File: src/rtl/sfe_pkg.sv
package sfe_pkg;

    typedef logic [7:0] byte_t;

    localparam int SIG_LEN = 4;

    typedef enum logic [1:0] {
        SEQ_IDLE,
        SEQ_SCAN,
        SEQ_HOLD
    } seq_state_t;

    function automatic byte_t sig_byte(input logic [1:0] idx);
        case (idx)
            2'd0:    return 8'hC7;
            2'd1:    return 8'h94;
            2'd2:    return 8'h80;
            default: return 8'h9A;
        endcase
    endfunction

endpackage

File: src/rtl/sfe_spi_rx.sv
module sfe_spi_rx
    import sfe_pkg::*;
#(
    parameter int SYNC = 2
) (
    input  logic  clk,
    input  logic  rst,
    input  logic  sck,
    input  logic  cs_n,
    input  logic  si,
    output logic  byte_stb,
    output byte_t byte_data,
    output logic  cs_active,
    output logic  cs_rise,
    output logic  at_boundary
);

    logic [SYNC-1:0] sck_s, cs_s, si_s;
    logic            sck_d, cs_d;
    logic [2:0]      bit_cnt;
    logic [6:0]      shreg;
    logic            sck_rise;

    assign sck_rise    = sck_s[SYNC-1] & ~sck_d;
    assign cs_active   = ~cs_s[SYNC-1];
    assign cs_rise     = cs_s[SYNC-1] & ~cs_d;
    assign at_boundary = (bit_cnt == 3'd0);

    always_ff @(posedge clk) begin
        if (rst) begin
            sck_s     <= '0;
            cs_s      <= '1;
            si_s      <= '0;
            sck_d     <= 1'b0;
            cs_d      <= 1'b1;
            bit_cnt   <= '0;
            shreg     <= '0;
            byte_stb  <= 1'b0;
            byte_data <= '0;
        end else begin
            sck_s    <= {sck_s[SYNC-2:0], sck};
            cs_s     <= {cs_s[SYNC-2:0], cs_n};
            si_s     <= {si_s[SYNC-2:0], si};
            sck_d    <= sck_s[SYNC-1];
            cs_d     <= cs_s[SYNC-1];
            byte_stb <= 1'b0;
            if (!cs_active) begin
                bit_cnt <= '0;
            end else if (sck_rise) begin
                shreg   <= {shreg[5:0], si_s[SYNC-1]};
                bit_cnt <= bit_cnt + 3'd1;
                if (bit_cnt == 3'd7) begin
                    byte_stb  <= 1'b1;
                    byte_data <= {shreg, si_s[SYNC-1]};
                end
            end
        end
    end

endmodule

File: src/rtl/sfe_sig_match.sv
module sfe_sig_match
    import sfe_pkg::*;
(
    input  logic  clk,
    input  logic  rst,
    input  logic  byte_stb,
    input  byte_t byte_data,
    input  logic  cs_active,
    input  logic  cs_rise,
    input  logic  at_boundary,
    output logic  start
);

    localparam logic [2:0] FULL = 3'(SIG_LEN);

    logic [2:0] nbytes;
    logic       ok;

    always_ff @(posedge clk) begin
        if (rst) begin
            nbytes <= '0;
            ok     <= 1'b1;
            start  <= 1'b0;
        end else begin
            start <= 1'b0;
            if (cs_rise) begin
                start  <= ok && (nbytes == FULL) && at_boundary;
                nbytes <= '0;
                ok     <= 1'b1;
            end else if (!cs_active) begin
                nbytes <= '0;
                ok     <= 1'b1;
            end else if (byte_stb && nbytes != FULL) begin
                ok     <= ok && (byte_data == sig_byte(nbytes[1:0]));
                nbytes <= nbytes + 3'd1;
            end
        end
    end

    assert_start_on_cs_rise_R7: assert property (@(posedge clk) disable iff (rst)
        start |-> $past(cs_rise));

    assert_start_needs_four_R4: assert property (@(posedge clk) disable iff (rst)
        start |-> ($past(nbytes) == FULL));

endmodule

File: src/rtl/sfe_erase_seq.sv
module sfe_erase_seq
    import sfe_pkg::*;
#(
    parameter int SECTORS      = 8,
    parameter int ERASE_CYCLES = 64,
    localparam int SW          = $clog2(SECTORS),
    localparam int TW          = $clog2(ERASE_CYCLES + 1)
) (
    input  logic               clk,
    input  logic               rst,
    input  logic               start,
    input  logic [SECTORS-1:0] sect_protect,
    input  logic [SECTORS-1:0] sect_lock,
    input  logic               wp,
    output logic               busy,
    output logic               wp_active,
    output logic               erase_req,
    output logic [SW-1:0]      erase_sector
);

    localparam logic [SW-1:0] LAST  = SW'(SECTORS - 1);
    localparam logic [TW-1:0] HOLDV = TW'(ERASE_CYCLES - 1);

    seq_state_t         state;
    logic [SECTORS-1:0] skip;
    logic [SW-1:0]      sect;
    logic [TW-1:0]      timer;

    assign busy         = (state != SEQ_IDLE);
    assign erase_sector = sect;

    always_ff @(posedge clk) begin
        if (rst) begin
            state     <= SEQ_IDLE;
            skip      <= '0;
            sect      <= '0;
            timer     <= '0;
            erase_req <= 1'b0;
        end else begin
            erase_req <= 1'b0;
            case (state)
                SEQ_IDLE: begin
                    if (start) begin
                        skip  <= sect_protect | sect_lock;
                        sect  <= '0;
                        state <= SEQ_SCAN;
                    end
                end
                SEQ_SCAN: begin
                    if (skip[sect]) begin
                        if (sect == LAST) state <= SEQ_IDLE;
                        else              sect  <= sect + 1'b1;
                    end else begin
                        erase_req <= 1'b1;
                        timer     <= HOLDV;
                        state     <= SEQ_HOLD;
                    end
                end
                SEQ_HOLD: begin
                    if (timer == '0) begin
                        if (sect == LAST) begin
                            state <= SEQ_IDLE;
                        end else begin
                            sect  <= sect + 1'b1;
                            state <= SEQ_SCAN;
                        end
                    end else begin
                        timer <= timer - 1'b1;
                    end
                end
                default: state <= SEQ_IDLE;
            endcase
        end
    end

    always_ff @(posedge clk) begin
        if (rst)       wp_active <= 1'b0;
        else if (!busy) wp_active <= wp;
    end

    assert_req_while_busy_R8: assert property (@(posedge clk) disable iff (rst)
        erase_req |-> busy);

    assert_req_not_skipped_R9: assert property (@(posedge clk) disable iff (rst)
        erase_req |-> !skip[erase_sector]);

    assert_busy_from_start_R10: assert property (@(posedge clk) disable iff (rst)
        $rose(busy) |-> $past(start));

    assert_wp_held_R11: assert property (@(posedge clk) disable iff (rst)
        $past(busy) |-> $stable(wp_active));

endmodule

File: src/rtl/sfe_chip_erase.sv
module sfe_chip_erase
    import sfe_pkg::*;
#(
    parameter int SECTORS      = 8,
    parameter int ERASE_CYCLES = 64,
    parameter int SYNC         = 2
) (
    input  logic                       clk,
    input  logic                       rst,
    input  logic                       sck,
    input  logic                       cs_n,
    input  logic                       si,
    input  logic                       wp,
    input  logic [SECTORS-1:0]         sect_protect,
    input  logic [SECTORS-1:0]         sect_lock,
    output logic                       ready,
    output logic                       wp_active,
    output logic                       erase_req,
    output logic [$clog2(SECTORS)-1:0] erase_sector
);

    byte_t rx_byte;
    logic  rx_stb, cs_active, cs_rise, at_boundary;
    logic  start, busy;

    sfe_spi_rx #(.SYNC(SYNC)) u_rx (
        .clk         (clk),
        .rst         (rst),
        .sck         (sck),
        .cs_n        (cs_n),
        .si          (si),
        .byte_stb    (rx_stb),
        .byte_data   (rx_byte),
        .cs_active   (cs_active),
        .cs_rise     (cs_rise),
        .at_boundary (at_boundary)
    );

    sfe_sig_match u_match (
        .clk         (clk),
        .rst         (rst),
        .byte_stb    (rx_stb),
        .byte_data   (rx_byte),
        .cs_active   (cs_active),
        .cs_rise     (cs_rise),
        .at_boundary (at_boundary),
        .start       (start)
    );

    sfe_erase_seq #(
        .SECTORS      (SECTORS),
        .ERASE_CYCLES (ERASE_CYCLES)
    ) u_seq (
        .clk          (clk),
        .rst          (rst),
        .start        (start),
        .sect_protect (sect_protect),
        .sect_lock    (sect_lock),
        .wp           (wp),
        .busy         (busy),
        .wp_active    (wp_active),
        .erase_req    (erase_req),
        .erase_sector (erase_sector)
    );

    assign ready = ~busy;

    assert_no_req_when_ready_R8: assert property (@(posedge clk) disable iff (rst)
        ready |-> !erase_req);

endmodule

File: config.mk
export PLATFORM = sky130hd
export DESIGN_NAME = sfe_chip_erase
export DESIGN_NICKNAME = d
export VERILOG_FILES = /design/src/rtl/sfe_pkg.sv /design/src/rtl/sfe_spi_rx.sv /design/src/rtl/sfe_sig_match.sv /design/src/rtl/sfe_erase_seq.sv /design/src/rtl/sfe_chip_erase.sv
export SDC_FILE = /design/constraint.sdc
export NUM_CORES = 1
export LEC_CHECK = 0
export CAP_MARGIN = 30
export CORE_UTILIZATION = 45
export CTS_CLUSTER_DIAMETER = 30
export CTS_CLUSTER_SIZE = 24
export DETAILED_ROUTE_END_ITERATION = 10
export GPL_ROUTABILITY_DRIVEN = 0
export HOLD_SLACK_MARGIN = 0.05
export PLACE_DENSITY = 0.69
export SKIP_LAST_GASP = 1
export SLEW_MARGIN = 0
export SYNTH_ARGS = -nofsm -noshare
export SYNTH_HDL_FRONTEND = slang
export SYNTH_SLANG_ARGS = --single-unit
export TNS_END_PERCENT = 30
File: constraint.sdc
create_clock -name clk -period 1.55 [get_ports clk]
set_input_delay 0.2325 -clock clk [delete_from_list [all_inputs] [get_ports clk]]
set_output_delay 0.2325 -clock clk [all_outputs]
set_load 0.02 [all_outputs]
==> run summary <==
- outcome: finished with violations
- failing checks: setup timing
- multi-input gate area in the final layout: 1360 sq um
- Clk Latency, worst-skew pair: 0.30 ns
- number of H-tree branching levels: 2
- clock transition at the registers of the reported paths: 0.09 ns
- ranking of synthesized cells by area: sky130_fd_sc_hd__dfxtp_1 (43%), sky130_fd_sc_hd__ha_1 (8.0%), sky130_fd_sc_hd__nor2_1 (6.0%), sky130_fd_sc_hd__mux2i_1 (4.8%), sky130_fd_sc_hd__a21oi_1 (4.4%)
- initial antenna violation count: 0
- width of the die: 76.4 um
- post-synthesis simple-gate area fraction: 0.196
- upper clock frequency limit: 0.571 GHz
- actual slew at the worst max-slew pin: 0.454 ns
- Layout area overhead: 31.5%
- post-layout min period: 1.75 ns
- HPWL after detailed placement: 3750 um
- Hold/Removal Path Class: register to register
- leakage power of the design: 1.26 nW
- Die Footprint: 5830 sq um
- post-route cell area: 3270 sq um
- post-layout worst setup margin: -0.200 ns
- count of clock tree sinks: 54
- count of distinct cell types in the synthesized netlist: 47
- final hold violation count: 0
- sequential standard cell area: 1090 sq um
- number of filler cells placed in the layout: 472
- count of nets left with antenna violations after detail routing: 0
- worst slew margin relative to its limit: 0.695
- clock tree from TritonCTS: yes
- primary flip-flop cell chosen by synthesis mapping: sky130_fd_sc_hd__dfxtp_1
- average vias per placed instance: 5.10
- Avg WL per Cell: 12.3 um
- CP Data Required Time: 1.79 ns
- total inserted antenna cells: 0
- proportion of register bits with asynchronous set or reset after synthesis: 0
- placed cell area: 3150 sq um
- synthesis-stage register bit count: 54
- cell area power density: 1250 nW/um^2
- proportion of synthesized area in mux cells: 0.0573
- Top Usage Layer GRT: met2
- VDD IR-drop max: 0.000830 V
- maximum buffer depth of the clock tree: 2
- share of the synthesized area in compound gates (AO/OA/AOI/OAI): 0.171
- number of standard cells in the layout, taps in and fillers out: 406
- setup skew after layout: 0.00436 ns
- Worst Setup End Kind: register
- net count after synthesis: 313
- Final Setup Violations: 17
- pin count of the biggest net entering global routing: 32
- xor/xnor share of the synthesized area: 0.0176
- adder and majority cell fraction of the synthesized area: 0.0804
- synthesized instance count: 275
- number of synthesized flops with an enable pin: 0
- combinational family with the most area after synthesis: simple AND/OR/NAND/NOR gates
- initial cell density of the core: 0.478
- total power after layout: 4.09 mW
- total number of nets in the final design: 374
- final routed wirelength across all metal layers: 5010 um
- number of buffers created by CTS: 5
- total vias in the final route: 2070
- cell total after placement: 397
- highest fanout seen on the critical path: 8
- final critical-path share of the clock period: 1.13
- Remaining DRCs: 0
- Root Buffer Master: sky130_fd_sc_hd__clkbuf_8
- Die Y: 76.4 um
- summed instance area of the synthesized netlist: 2490 sq um
- CTS Hold Buffers Added: 0
- fraction of synthesized cell area taken by the top area cell type: 0.434
- First-pass DRT Iterations: 4
- Iteration-0 DRC Markers: 74
- startpoint kind of the worst setup timing path: register
- vias in the first global route: 1971
- Global Route met1 Usage: 0.237
- # port buffers: 27
- sequential share of the synthesized area: 0.434
- core area: 5200 sq um
- number of warning messages in the yosys log: 0
- cell type with the highest aggregate area in the netlist: sky130_fd_sc_hd__dfxtp_1
- proportion of layout cells with a drive suffix above 1: 0.220
- most numerous cell types in the synthesized netlist: sky130_fd_sc_hd__dfxtp_1 (54), sky130_fd_sc_hd__nor2_1 (40), sky130_fd_sc_hd__nand2_1 (24)
- number of placement rows: 26
- category of the critical setup timing path: register to register
- most common cell in the synthesized netlist: sky130_fd_sc_hd__dfxtp_1
- wire length of the first global-routing pass: 8850 um
- overflow left after global routing: 0
- arrival time of data at the critical path endpoint: 1.99 ns
- max-cap viol count: 0
- global-route usage over all layers: 0.186
- unrepaired setup endpoints after global routing: true
- global routing usage on met3: 0.0299
- count of final max-slew check failures: 0
- Boundary Pins: 28
- mean instance size in the synthesized netlist: 9.05 sq um
- met2 global-route usage: 0.319
through the flow:
stage               worst slack [ns]  utilization  hold slack, ns  TNS [ns]
floorplan                     -0.143            -           0.336    -0.828
global placement              -0.129        0.605           0.375    -0.703
detailed placement            -0.197        0.605           0.384     -1.32
CTS                           -0.199        0.625           0.396     -2.00
global route                  -0.283        0.629           0.403     -3.36
finish                        -0.200        0.629           0.388     -2.01
layer usage:
metal	up-vias	part of all wire
met1	952	0.47
met4	0	0.017
li1	1077	-
met3	9	0.025
met5	-	0
met2	32	0.49
path summary, 6_finish.rpt:
path	from	end	slack (ns)	depth (start not counted)
setup / recovery	u_seq.erase_sector[0]$_SDFFE_PP0P_	u_seq.erase_sector[0]$_SDFFE_PP0P_	-0.20	6
hold / removal	u_rx.cs_d$_SDFF_PP1_	u_match.start$_SDFF_PP0_	0.39	1
setup reg to reg	u_seq.erase_sector[0]$_SDFFE_PP0P_	u_seq.erase_sector[0]$_SDFFE_PP0P_	-0.20	6
hold reg to reg	u_rx.cs_d$_SDFF_PP1_	u_match.start$_SDFF_PP0_	0.39	1
report_power, final:
group	total [mW]	switching, mW	internal, mW	leakage [nW]
registers	1.54	0.0642	1.47	0.439
clock network	0.862	0.452	0.411	0.0524
logic	1.69	0.814	0.881	0.767
total	4.09	1.33	2.76	1.26
registers in the layout (all words and copies together) (netlist names), 2 cells and up:
register	count
u_match.nbytes	3
u_rx.byte_data	8
u_rx.bit_cnt	3
u_seq.timer	7
u_rx.sck_s	2
u_seq.skip	8
u_rx.si_s	2
u_rx.cs_s	2
u_seq.state	2
u_rx.shreg	7
u_seq.erase_sector	3
placed cells by master (no fill, tap or decap), types with 2 or more instances in the layout:
cell type | netlist | layout
sky130_fd_sc_hd__a21oi_1 | 22 | 21
sky130_fd_sc_hd__inv_1 | 15 | 14
sky130_fd_sc_hd__a21o_1 | 2 | 2
sky130_fd_sc_hd__a31o_2 | 2 | 2
sky130_fd_sc_hd__nand2_1 | 24 | 24
sky130_fd_sc_hd__ha_1 | 16 | 13
sky130_fd_sc_hd__clkbuf_8 | 0 | 5
sky130_fd_sc_hd__xor2_1 | 3 | 3
sky130_fd_sc_hd__nor4_1 | 3 | 3
sky130_fd_sc_hd__a32o_1 | 2 | 2
sky130_fd_sc_hd__nand3_1 | 2 | 2
sky130_fd_sc_hd__clkdlybuf4s50_1 | 0 | 26
sky130_fd_sc_hd__nor3_1 | 5 | 5
sky130_fd_sc_hd__o21ai_1 | 0 | 2
sky130_fd_sc_hd__and2_1 | 3 | 2
sky130_fd_sc_hd__xnor2_1 | 2 | 2
sky130_fd_sc_hd__buf_4 | 1 | 38
sky130_fd_sc_hd__dfxtp_1 | 54 | 51
sky130_fd_sc_hd__nand4_1 | 3 | 3
sky130_fd_sc_hd__or2_2 | 3 | 3
sky130_fd_sc_hd__a211oi_1 | 9 | 9
sky130_fd_sc_hd__dfxtp_4 | 0 | 2
sky130_fd_sc_hd__a311oi_1 | 4 | 4
sky130_fd_sc_hd__mux2i_1 | 12 | 12
sky130_fd_sc_hd__ha_4 | 0 | 3
sky130_fd_sc_hd__nor2_1 | 40 | 40
sky130_fd_sc_hd__o21ai_0 | 6 | 4
sky130_fd_sc_hd__nor2b_1 | 10 | 10
kinds of logic after synthesis:
| group | after synthesis |
|---|---|
| buffers and inverters | 27 |
| multiplexers | 14 |
| flip-flops | 54 |
| XOR/XNOR | 5 |
| AND/OR/NAND/NOR | 100 |
| adder cells (fa/ha/maj) | 16 |
| AO/OA/AOI/OAI | 59 |
what timing repair did:
action	CTS	global route
pin swaps	0	4
setup endpoints to repair	17	18
buffers inserted	0	2
resized for setup	1	3
worst max-delay path, stage by stage (launching register included):
cell and delay [ns]:
sky130_fd_sc_hd__dfxtp_4 0.40, sky130_fd_sc_hd__ha_4 0.17, sky130_fd_sc_hd__ha_4 0.15, sky130_fd_sc_hd__a21o_1 0.18
sky130_fd_sc_hd__a211o_1 0.25, sky130_fd_sc_hd__or4_4 0.42, sky130_fd_sc_hd__a21oi_2 0.13
final cells by class:
class                      count  area share
inverter                      15      0.0172
timing repair buffer          66       0.175
sequential                    54       0.333
clock buffer                   6      0.0287
tap                           70      0.0268
multi-input combinational    194       0.416
clock inverter                 1     0.00268
No activity file was read; power rests on OpenSTA's default activity.
